===== config.mk =====
export PLATFORM = sky130hd
export DESIGN_NAME = alu8_flags
export DESIGN_NICKNAME = d
export VERILOG_FILES = /design/src/rtl/alu8_pkg.sv /design/src/rtl/alu8_arith.sv /design/src/rtl/alu8_logic.sv /design/src/rtl/alu8_outstage.sv /design/src/rtl/alu8_flags.sv
export SDC_FILE = /design/constraint.sdc
export NUM_CORES = 1
export LEC_CHECK = 0
export BUFFER_PORTS_ARGS = -buffer_cell sky130_fd_sc_hd__buf_2
export CORE_MARGIN = 2
export CORE_UTILIZATION = 45
export CTS_CLUSTER_DIAMETER = 120
export CTS_CLUSTER_SIZE = 10
export DETAILED_ROUTE_END_ITERATION = 8
export HOLD_SLACK_MARGIN = 0.03
export PLACE_DENSITY = 0.76
export SLEW_MARGIN = 20
export SYNTH_ARGS = -nofsm -noshare
export SYNTH_HDL_FRONTEND = slang
export SYNTH_HIERARCHICAL = 1
export SYNTH_SLANG_ARGS = --single-unit

===== constraint.sdc =====
create_clock -name clk -period 2.2 [get_ports clk]
set_input_delay 0.22 -clock clk [delete_from_list [all_inputs] [get_ports clk]]
set_output_delay 0.22 -clock clk [all_outputs]
set_load 0.005 [all_outputs]

===== src/rtl/alu8_pkg.sv =====
package alu8_pkg;
  localparam int DW  = 8;
  localparam int NIB = 4;
  localparam int OPW = 4;
  localparam int FZ  = 7;
  localparam int FN  = 6;
  localparam int FH  = 5;
  localparam int FC  = 4;

  typedef enum logic [OPW-1:0] {
    OP_ADD = 4'h0, OP_ADC = 4'h1, OP_SUB = 4'h2, OP_SBC = 4'h3,
    OP_CMP = 4'h4, OP_AND = 4'h5, OP_OR  = 4'h6, OP_XOR = 4'h7,
    OP_INC = 4'h8, OP_DEC = 4'h9, OP_CPL = 4'hA, OP_SCF = 4'hB,
    OP_CCF = 4'hC
  } alu_op_e;

  typedef struct packed {
    logic [DW-1:0] res;
    logic          z;
    logic          n;
    logic          h;
    logic          c;
    logic          we;
  } unit_out_t;
endpackage


===== src/rtl/alu8_arith.sv =====
module alu8_arith
  import alu8_pkg::*;
#(
  parameter int W = DW,
  parameter int H = NIB
) (
  input  logic [OPW-1:0] op,
  input  logic [W-1:0]   a,
  input  logic [W-1:0]   b,
  input  logic           cin,
  output unit_out_t      o
);
  logic [W:0]   wide;
  logic [H:0]   low;
  logic         ci;
  logic [W-1:0] step;

  always_comb begin
    o    = '0;
    wide = '0;
    low  = '0;
    step = '0;
    ci   = 1'b0;
    unique case (op)
      OP_ADD, OP_ADC: begin
        ci   = (op == OP_ADC) && cin;
        wide = {1'b0, a} + {1'b0, b} + {{W{1'b0}}, ci};
        low  = {1'b0, a[H-1:0]} + {1'b0, b[H-1:0]} + {{H{1'b0}}, ci};
        o.res = wide[W-1:0];
        o.c   = wide[W];
        o.h   = low[H];
        o.n   = 1'b0;
        o.we  = 1'b1;
      end
      OP_SUB, OP_SBC, OP_CMP: begin
        ci   = (op == OP_SBC) && cin;
        wide = {1'b0, a} - {1'b0, b} - {{W{1'b0}}, ci};
        low  = {1'b0, a[H-1:0]} - {1'b0, b[H-1:0]} - {{H{1'b0}}, ci};
        o.res = (op == OP_CMP) ? a : wide[W-1:0];
        o.c   = wide[W];
        o.h   = low[H];
        o.n   = 1'b1;
        o.we  = (op != OP_CMP);
      end
      OP_INC: begin
        step  = a + {{(W-1){1'b0}}, 1'b1};
        o.res = step;
        o.h   = (step[H-1:0] == '0);
        o.n   = 1'b0;
        o.c   = cin;
        o.we  = 1'b1;
      end
      OP_DEC: begin
        step  = a - {{(W-1){1'b0}}, 1'b1};
        o.res = step;
        o.h   = (step[H-1:0] == {H{1'b1}});
        o.n   = 1'b1;
        o.c   = cin;
        o.we  = 1'b1;
      end
      default: o = '0;
    endcase
    if (op == OP_CMP) o.z = (wide[W-1:0] == '0);
    else if (op == OP_INC || op == OP_DEC) o.z = (step == '0);
    else o.z = (wide[W-1:0] == '0);
  end
endmodule


===== src/rtl/alu8_logic.sv =====
module alu8_logic
  import alu8_pkg::*;
#(
  parameter int W = DW
) (
  input  logic [OPW-1:0] op,
  input  logic [W-1:0]   a,
  input  logic [W-1:0]   b,
  input  logic           zin,
  input  logic           cin,
  output unit_out_t      o
);
  logic [W-1:0] v;

  always_comb begin
    o = '0;
    v = a;
    unique case (op)
      OP_AND: begin v = a & b; o.h = 1'b1; o.we = 1'b1; end
      OP_OR:  begin v = a | b; o.we = 1'b1; end
      OP_XOR: begin v = a ^ b; o.we = 1'b1; end
      OP_CPL: begin v = ~a; o.n = 1'b1; o.h = 1'b1; o.c = cin; o.we = 1'b1; end
      OP_SCF: begin o.c = 1'b1; end
      OP_CCF: begin o.c = ~cin; end
      default: v = a;
    endcase
    o.res = v;
    if (op == OP_CPL || op == OP_SCF || op == OP_CCF) o.z = zin;
    else o.z = (v == '0);
  end
endmodule


===== src/rtl/alu8_outstage.sv =====
module alu8_outstage
  import alu8_pkg::*;
#(
  parameter bit REG_OUT = 1'b1,
  parameter int PW      = 2 * DW + 1
) (
  input  logic          clk,
  input  logic          rst_n,
  input  logic          in_valid,
  output logic          in_ready,
  input  logic [PW-1:0] in_data,
  output logic          out_valid,
  input  logic          out_ready,
  output logic [PW-1:0] out_data
);
  generate
    if (REG_OUT) begin : g_reg
      logic          full;
      logic [PW-1:0] hold;
      assign in_ready  = !full || out_ready;
      assign out_valid = full;
      assign out_data  = hold;
      always_ff @(posedge clk or negedge rst_n) begin
        if (!rst_n) begin
          full <= 1'b0;
          hold <= '0;
        end else if (in_ready) begin
          full <= in_valid;
          if (in_valid) hold <= in_data;
        end
      end

      p_hold_stable_r9: assert property (@(posedge clk) disable iff (!rst_n)
        (out_valid && !out_ready) |=> (out_valid && $stable(out_data)));
      p_stall_blocks_r9: assert property (@(posedge clk) disable iff (!rst_n)
        (out_valid && !out_ready) |-> !in_ready);
      p_accept_shows_r10: assert property (@(posedge clk) disable iff (!rst_n)
        (in_valid && in_ready) |=> (out_valid && out_data == $past(in_data)));
      p_drain_empties_r10: assert property (@(posedge clk) disable iff (!rst_n)
        (out_valid && out_ready && !in_valid) |=> !out_valid);
    end else begin : g_wire
      assign in_ready  = out_ready;
      assign out_valid = in_valid;
      assign out_data  = in_data;
    end
  endgenerate
endmodule


===== src/rtl/alu8_flags.sv =====
module alu8_flags
  import alu8_pkg::*;
#(
  parameter bit REG_OUT = 1'b1
) (
  input  logic           clk,
  input  logic           rst_n,
  input  logic           in_valid,
  output logic           in_ready,
  input  logic [OPW-1:0] op,
  input  logic [DW-1:0]  acc,
  input  logic [DW-1:0]  opnd,
  input  logic [DW-1:0]  flags_in,
  output logic           out_valid,
  input  logic           out_ready,
  output logic [DW-1:0]  result,
  output logic [DW-1:0]  flags_out,
  output logic           acc_we
);
  localparam int PW = 2 * DW + 1;

  unit_out_t     ar_o, lg_o, pick;
  logic [DW-1:0] nx_flg;
  logic [PW-1:0] nx_pack, out_pack;

  alu8_arith #(.W(DW), .H(NIB)) u_arith (
    .op(op), .a(acc), .b(opnd), .cin(flags_in[FC]), .o(ar_o)
  );

  alu8_logic #(.W(DW)) u_logic (
    .op(op), .a(acc), .b(opnd), .zin(flags_in[FZ]), .cin(flags_in[FC]), .o(lg_o)
  );

  always_comb begin
    unique case (op)
      OP_ADD, OP_ADC, OP_SUB, OP_SBC, OP_CMP, OP_INC, OP_DEC: pick = ar_o;
      OP_AND, OP_OR, OP_XOR, OP_CPL, OP_SCF, OP_CCF:          pick = lg_o;
      default: begin
        pick.res = acc;
        pick.z   = flags_in[FZ];
        pick.n   = flags_in[FN];
        pick.h   = flags_in[FH];
        pick.c   = flags_in[FC];
        pick.we  = 1'b0;
      end
    endcase
    nx_flg         = '0;
    nx_flg[FZ]     = pick.z;
    nx_flg[FN]     = pick.n;
    nx_flg[FH]     = pick.h;
    nx_flg[FC]     = pick.c;
    nx_pack        = {pick.we, nx_flg, pick.res};
  end

  alu8_outstage #(.REG_OUT(REG_OUT), .PW(PW)) u_out (
    .clk(clk), .rst_n(rst_n),
    .in_valid(in_valid), .in_ready(in_ready), .in_data(nx_pack),
    .out_valid(out_valid), .out_ready(out_ready), .out_data(out_pack)
  );

  assign result    = out_pack[DW-1:0];
  assign flags_out = out_pack[2*DW-1:DW];
  assign acc_we    = out_pack[PW-1];

  p_low_nibble_zero_r1: assert property (@(posedge clk) disable iff (!rst_n)
    out_valid |-> (flags_out[NIB-1:0] == '0));
  p_cmp_keeps_acc_r3: assert property (@(posedge clk) disable iff (!rst_n)
    (in_valid && op == OP_CMP) |-> (!nx_pack[PW-1] && nx_pack[DW-1:0] == acc));
  p_incdec_keep_c_r5: assert property (@(posedge clk) disable iff (!rst_n)
    (in_valid && (op == OP_INC || op == OP_DEC)) |-> (nx_pack[DW+FC] == flags_in[FC]));
  p_cpl_keep_zc_r6: assert property (@(posedge clk) disable iff (!rst_n)
    (in_valid && op == OP_CPL) |->
      (nx_pack[DW+FZ] == flags_in[FZ] && nx_pack[DW+FC] == flags_in[FC]));
  p_unused_no_write_r8: assert property (@(posedge clk) disable iff (!rst_n)
    (in_valid && op > OP_CCF) |-> (!nx_pack[PW-1] && nx_pack[DW-1:0] == acc));
endmodule


* After elaboration in Yosys (flattened, before gate mapping)
Index checks and enable logic that the tools add are counted.
Widths: inputs -> output; s select.
** Cells by class
- Equality and inequality tests :: 14
- Add/sub/neg operators :: 10
- Reduce and logical (&&, ||, !) cells :: 19
- Divide/modulo/power cells :: 0
- Muxes and demuxes :: 14
- Bitwise gates (word level) :: 5
- $lt $le $gt $ge :: 0
- Multipliers :: 0
- Shift-type cells :: 0
** Operator list (count)
- $pmux 8 s4 :: 2
- $pmux 8 s2 :: 2
- $pmux 13 s2 :: 1
- $eq 4x4->1 const B :: 6
- $logic_not 8->1 :: 3
- $eq 4x3->1 const B :: 4
- $pmux 4 s4 :: 1
- $add 8x8->9 :: 1
- $add 9x1->9 :: 1
- $sub 8x8->9 :: 1
- $sub 9x1->9 :: 1
- $add 8x1->8 const B :: 1
- $and 8x8->8 :: 1
- $eq 4x2->1 const B :: 2
- $logic_not 4->1 :: 2
- $mux 8 :: 1
- $not 8->8 :: 1
- $or 8x8->8 :: 1
- $sub 8x1->8 const B :: 1
- $xor 8x8->8 :: 1
- $reduce_or 7->1 :: 1
- $mux 1 :: 6
- $reduce_or 6->1 :: 1
- $add 4x4->5 :: 1
- other kinds (14) :: 19
** Storage, ports and cells
- Memory bits (writable) :: 0
- Input bits :: 32
- Latch bits :: 0
- Word-level logic and storage cells :: 64
- Memories kept :: 0
- Register bits :: 14
- Output and inout bits :: 19
- Bits in read-only memories :: 0

* Depth between registers and ports, before layout
Gate-level depths: netlist (run 1).
- Depth in word-level cells :: 8
- Depth in mapped cells :: 15
- Mapped depth without buffers :: 14

* By module
Netlist (run 1), hierarchy kept.
** By module, submodules not included
- alu8_arith :: times used 1, area each 1461.4 sq um, cells an instance 209
- alu8_logic :: times used 1, area each 789.5 sq um, cells an instance 111
- alu8_outstage :: times used 1, area each 732.0 sq um, cells an instance 39
- alu8_flags :: times used 1, area each 310.3 sq um, cells an instance 40

* Least setup slack after synthesis (run 1)
Ideal clock, no wire load.
- Kind :: input-to-reg
- Start point :: input op[1]
- End point :: register u_out.g_reg.hold[15], in the netlist u_out/out_data[15]
- Required time :: 2136 ps
- Arrival time :: 4054 ps
- Buffers on the path :: 1
- Cell stages on the path :: 14
- Slack :: -1918 ps
- Cell sequence :: clkbuf_1 -> nor3b_1 -> nand3_1 -> fa_1 -> fa_1 -> nand2b_2 -> a2111oi_2 -> or3_1 -> xnor2_1 -> or4b_4 -> a2111oi_2 -> a41o_1 -> a221o_1 -> mux2_2
** RTL lines
- start, declared :: RTL line alu8_flags.sv:10 : input logic [OPW-1:0] op,
- end signal, assigned :: RTL line alu8_outstage.sv:29 : if (in_valid) hold <= in_data;
- end, declared :: RTL line alu8_outstage.sv:19 : logic [PW-1:0] hold;

==> flow_metrics.py, run 1 <==
metrics = {
    "status": {
        "outcome": "finished with violations",
        "failed_checks": "setup timing",
    },
    "power_and_ir_drop": {
        "power.share.combinational": 0.654,
        "pwr-share-seq": 0.213,
        "switching_share": 0.386,
        "ir_drop_mv": 0.198,
        "power_leakage_uw": 0.00238,
        "p_clk_frac": 0.133,
        "p_int_uw": 1250,
        "pwr_density_cell_nw_per_um2": 420,
        "p_sw_uw": 784,
    },
    "synth": {
        "yosys_register_bits": 18,
        "synth_cell_types": 69,
        "yosys-top-cells-count": "inv_1 (40), ha_1 (39), a21oi_1 (25), nand2_1 (25), nor2_1 (24)",
        "avgSynthCellArea_um2": 8.25,
        "syn-cell-area_um2": 3290,
        "synth_area_leaders": "ha_1 (15%), dfrtp_1 (14%), inv_1 (4.6%)",
        "synth_top_cell_by_area": "ha_1",
        "synth_top_area_frac": 0.148,
        "async_flop_share": 1.00,
        "synth_edf_count": 0,
        "synth-main-ff-cell": "dfrtp_1",
        "yosysMostFrequentCell": "inv_1",
        "postSynthCellCount": 399,
        "ys_seq_area_frac": 0.137,
        "yosysWarningCount": 6,
    },
    "timing": {
        "fin_crit_ps": 3230,
        "slew_violations": 0,
        "skew_ps": 5.58,
        "period_share": 1.47,
        "hold_ws_ps": 212,
        "max_freq_ghz": 0.309,
        "hold_viol": 0,
        "tns_ps": -7150,
        "setup_ws_ps": -1030,
        "setup_viol": 11,
        "rsz0062_at_grt": "yes",
    },
    "routing": {
        "wl_per_cell_um": 17.4,
        "dr.pass1.iters": 7,
        "viasPerCell": 5.69,
        "drc_errors": 0,
        "antenna_left": 0,
        "dr_total_vias": 3704,
        "routed_wl_um": 11400,
        "first_iter_violations": 240,
    },
    "grt": {
        "antenna_found_initial": 0,
        "grt_remaining_overflow": 0,
        "grt_usage": 0.275,
        "grt_max_degree": 28,
        "grt_pass1_wl_um": 17300,
        "grt_pass1_vias": 3648,
    },
    "setup_path": {
        "cp-end-kind": "register",
        "cpMostUsedCell": "fa_2",
        "cp_max_fo": 2,
        "crit_slowest_cell": "or4b_4",
        "slowest_delay_ps": 490,
        "crit_chain": "buf_8 -> nor3b_4 -> nand3_2 -> fa_2 -> fa_2 -> nand2b_4 -> buf_6 -> a21oi_4 -> xnor2_2 -> nor3_2 -> or4b_4 -> a2111oi_4 -> a41o_1 -> a221o_1 -> mux2_4",
        "crit_type": "in -> reg",
        "critPathLaunchType": "input pin",
        "required_ps": 2400,
        "crit_arrival_ps": 3440,
    },
    "final_layout": {
        "antennaDiodeCount": 0,
        "post-route-cell-area_um2": 4830,
        "instances_no_fill": 651,
        "fillers": 569,
        "area_growth_syn_to_layout_pct": 46.6,
        "drive_gt1_frac": 0.447,
        "finish.net_count": 628,
    },
    "floorplanning": {
        "die_area_um2": 8020,
        "start_util": 0.459,
        "die_w_um": 89.5,
        "ios": 51,
        "fp-row-count": 31,
        "core_um2": 7180,
        "die_h_um": 89.5,
    },
    "place": {
        "portBuffers": 46,
        "dp_hpwl_um": 8380,
        "place_congestion": 0.996,
        "dp_cells": 636,
        "place_area_um2": 4390,
    },
    "hold_path": {
        "min_path_type": "in -> reg",
    },
    "clock_network": {
        "cts_max_path_buffers": 2,
        "cts_buffers": 3,
        "htree_levels": 1,
        "cts_tree": "done",
        "clk_pin_slew_ps": 70,
        "clockRootBuffer": "clkbuf_8",
        "insertion_delay_ps": 260,
        "cts.sinks": 18,
    },
    "run": {
        "drv_cap": 0,
    },
}
worst paths after layout:
check,end,cells after the start,from,slack [ps]
max in group asynchronous,u_out/out_data[13]$_DFFE_PN0P_,2,rst_n,1500
min in group asynchronous,u_out/out_data[3]$_DFFE_PN0P_,2,rst_n,410
hold reg to reg,u_out/out_data[16]$_DFFE_PN0P_,1,u_out/out_data[16]$_DFFE_PN0P_,510
setup reg to reg,u_out/out_data[0]$_DFFE_PN0P_,3,u_out/out_valid$_DFFE_PN0P_,1000
setup / recovery,u_out/out_data[15]$_DFFE_PN0P_,15,op[2],-1030
hold / removal,u_out/out_valid$_DFFE_PN0P_,2,in_valid,210
final cells by class:
type | count | area, um^2 | area share
Timing Repair Buffer | 162 | 1160 | 0.239
Multi-Input combinational cell | 327 | 2890 | 0.598
Sequential cell | 18 | 450 | 0.0933
Clock buffer | 4 | 55.1 | 0.0114
Inverter | 41 | 154 | 0.0319
Tap cell | 99 | 124 | 0.0257
power by group through the flow:
stage	sequential [uW]	combinational [uW]	clock, uW
after floorplan	438	604	0
after CTS	432	1220	275
final	432	1330	271
after global placement	432	1080	0
after global routing	440	1420	288
after detailed placement	437	1110	0
worst max-delay path: cells and delay by family:
kind                       cells  cell delay [ps]
AOI/OAI and AO/OA              4              810
xor gates and xnor gates       1              120
adders and majority gates      2              760
buffers and inverters          2              230
muxes                          1              140
and+or+nand+nor                5             1140
layout by cell type (no fill, tap or decap), types with 5 or more instances in the layout:
cell type	count
a221o_1	10
xnor2_1	11
a21oi_1	21
buf_2	43
mux2_4	11
nor2_1	24
a21oi_2	7
nor2b_1	7
and2_1	14
nand3_2	5
dfrtp_1	18
buf_6	10
mux2_2	6
xnor2_2	5
nand3_1	5
a22oi_1	7
ha_1	37
nand2b_1	8
nand2_1	24
inv_1	39
buf_4	107
a21o_1	8
o21ai_0	10
nor3_1	10
cell families after synthesis:
group / share of synthesized area
flip-flops: 0.137
AND/OR/NAND/NOR: 0.215
adder cells (fa/ha/maj): 0.172
multiplexers: 0.0817
other: 0.00114
XOR/XNOR: 0.0558
AO/OA/AOI/OAI: 0.256
buffers and inverters: 0.0809
registers in the layout (all words and copies together), names as in the netlist:
name / count
u_out/out_data: 17
u_out/out_valid: 1
metrics by stage:
| stage | total power (uW) | setup slack (ps) | utilization |
|---|---|---|---|
| 2_1_floorplan | 1040 | -1360 | - |
| 3_3_place_gp | 1510 | -1340 | 0.612 |
| 3_5_place_dp | 1550 | -1410 | 0.612 |
| 4_1_cts | 1930 | -1030 | 0.652 |
| 5_1_grt | 2150 | -1170 | 0.673 |
| 6_report | 2030 | -1030 | 0.673 |
metal layers:
layer / part of all wire / wire [um] / up-vias / GRT usage
li1: - / - / 1735 / -
met1: 0.41 / 4610 / 1770 / 0.341
met2: 0.49 / 5580 / 154 / 0.489
met3: 0.052 / 592 / 45 / 0.0222
met4: 0.051 / 576 / 0 / 0.109
met5: 0 / 0 / - / 0
repair_timing:
| action | CTS | global route |
|---|---|---|
| resized for setup | 38 | 21 |
| hold endpoints to repair | 18 | 0 |
| buffers inserted | 7 | 5 |
| pin swaps | 35 | 19 |
| endpoints found under the setup margin | 11 | 11 |
| hold buffers | 1 | 0 |
No activity file was read; power rests on OpenSTA's default activity.
==> run 2: changes to the inputs <==
Settings changed: CORE_UTILIZATION 45 to 59, PLACE_DENSITY 0.76 to 0.92.
Clock period 2.2 ns to 3.16 ns, I/O delays scaled along.
==> flow_metrics.py, run 2 (synthesized netlist as in run 1, its figures left out) <==
metrics = {
    "timing": {
        "worstMarginPinSlew_ps": 984,
        "slew_headroom": 0.344,
        "hold_viol": 0,
        "setup_ws_ps": -261,
        "max_freq_ghz": 0.292,
        "slew_violations": 0,
        "setup_viol": 2,
        "rsz0062_at_grt": "yes",
        "tns_ps": -407,
        "fin_crit_ps": 3420,
        "period_share": 1.08,
        "skew_ps": 1.44,
    },
    "grt": {
        "grt_remaining_overflow": 0,
        "grt_pass1_wl_um": 16500,
        "grt_usage": 0.333,
        "grt_max_degree": 28,
        "grt_pass1_vias": 3444,
        "antenna_found_initial": 0,
    },
    "final_layout": {
        "drive_gt1_frac": 0.333,
        "area_growth_syn_to_layout_pct": 25.3,
        "antennaDiodeCount": 0,
        "largest_reg_flops": 17,
        "finish.net_count": 563,
        "layout_commonest_cell": "buf_4",
        "final_cell_mix": "buf_4 (47), buf_2 (44), inv_1 (39)",
        "post-route-cell-area_um2": 4130,
    },
    "clock_network": {
        "clockRootBuffer": "clkbuf_8",
        "cts_buffers": 3,
        "cts.sinks": 18,
        "htree_levels": 1,
        "insertion_delay_ps": 250,
        "clk_pin_slew_ps": 70,
        "cts_max_path_buffers": 2,
        "cts_tree": "done",
    },
    "status": {
        "failed_checks": "setup timing",
        "outcome": "finished with violations",
    },
    "setup_path": {
        "cp-end-kind": "register",
        "required_ps": 3360,
        "cp_max_fo": 2,
        "crit_slowest_cell": "or4b_4",
        "crit_chain": "buf_8 -> nor3b_4 -> nand3_2 -> fa_2 -> fa_2 -> buf_4 -> xor2_1 -> or3_1 -> nor3_2 -> or4b_4 -> a2111oi_4 -> a41o_1 -> a221o_1 -> mux2_2",
        "crit_arrival_ps": 3620,
        "slowest_delay_ps": 510,
        "crit_type": "in -> reg",
        "critPathLaunchType": "input pin",
        "cpMostUsedCell": "fa_2",
    },
    "floorplanning": {
        "die_h_um": 78.7,
        "core_um2": 5440,
        "ios": 51,
        "start_util": 0.605,
        "fp-row-count": 27,
        "die_w_um": 78.7,
        "die_area_um2": 6200,
    },
    "routing": {
        "dr.pass1.iters": 8,
        "routed_wl_um": 10600,
        "first_iter_violations": 469,
        "drc_errors": 0,
        "viasPerCell": 6.41,
        "dr_total_vias": 3585,
        "antenna_left": 0,
        "wl_per_cell_um": 18.9,
    },
    "power_and_ir_drop": {
        "pwr_density_cell_nw_per_um2": 307,
        "power_leakage_uw": 0.00200,
        "p_total_uw": 1270,
        "ir_drop_mv": 0.272,
    },
    "run": {
        "drv_cap": 0,
    },
    "place": {
        "dp_hpwl_um": 7870,
        "place_congestion": 0.947,
        "place_area_um2": 3910,
        "portBuffers": 46,
    },
    "hold_path": {
        "min_path_type": "in -> reg",
    },
}
run 2: cell count changes in the layout (fill, tap and decap cells not counted), moves of 3 or more:
cell / change
buf_4: -60
xnor2_1: +4
xnor2_2: -3
buf_6: -6
run 2: cell type report:
cell class	instances	area [um^2]
Multi-Input combinational cell	327	2740
Fill cell	350	1310
Timing Repair Buffer	97	643
Sequential cell	18	450
Inverter	41	154
Tap cell	72	90.1
Clock buffer	4	55.1
run 2: routing by layer:
metal / track usage / vias to the layer above / wire [um]
met3: 0.0443 / 53 / 868
met1: 0.391 / 1690 / 4120
met5: 0 / - / 0
li1: - / 1606 / -
met2: 0.591 / 236 / 5130
met4: 0.168 / 0 / 473
run 2: path summary, 6_finish.rpt:
path / end / slack (ps) / from / depth (start not counted)
min: u_out/out_valid$_DFFE_PN0P_ / 310 / in_valid / 2
min reg2reg: u_out/out_data[8]$_DFFE_PN0P_ / 510 / u_out/out_data[8]$_DFFE_PN0P_ / 1
max in group asynchronous: u_out/out_data[13]$_DFFE_PN0P_ / 2340 / rst_n / 2
min in group asynchronous: u_out/out_data[14]$_DFFE_PN0P_ / 540 / rst_n / 2
max reg2reg: u_out/out_data[0]$_DFFE_PN0P_ / 1930 / u_out/out_valid$_DFFE_PN0P_ / 3
max: u_out/out_data[15]$_DFFE_PN0P_ / -260 / op[2] / 14
run 2: where the power goes:
part / switching, uW / internal [uW] / leakage [uW] / total [uW]
logic: 395 / 379 / 0.00175 / 774
registers: 27.9 / 275 / 0.000222 / 302
clock network: 78.4 / 111 / 0.0000288 / 189
run 2: what timing repair did:
action | 4_1_cts | 5_1_grt
pin swaps | 5 | 12
endpoints found under the hold margin | 18 | 0
buffers inserted | 2 | 1
gates resized for setup | 12 | 14
setup endpoints to repair | 4 | 4
hold buffers | 1 | 0
run 2: worst max-delay path, delay by kind of cell:
family	cells	cell delay, ps
simple gates	5	1370
buf+inv	2	250
xor+xnor	1	140
fa+ha+maj	2	780
compound gates	3	610
mux	1	140
run 2: metrics by stage:
| step | setup WS [ps] | utilization | std cells | hold WS (ps) |
|---|---|---|---|---|
| 2_1_floorplan | -497 | - | 402 | 20.4 |
| 3_3_place_gp | -431 | 0.719 | 551 | 255 |
| 3_5_place_dp | -600 | 0.719 | 551 | 263 |
| 4_1_cts | -196 | 0.744 | 558 | 301 |
| 5_1_grt | -324 | 0.759 | 559 | 321 |
| 6_report | -261 | 0.759 | 559 | 310 |
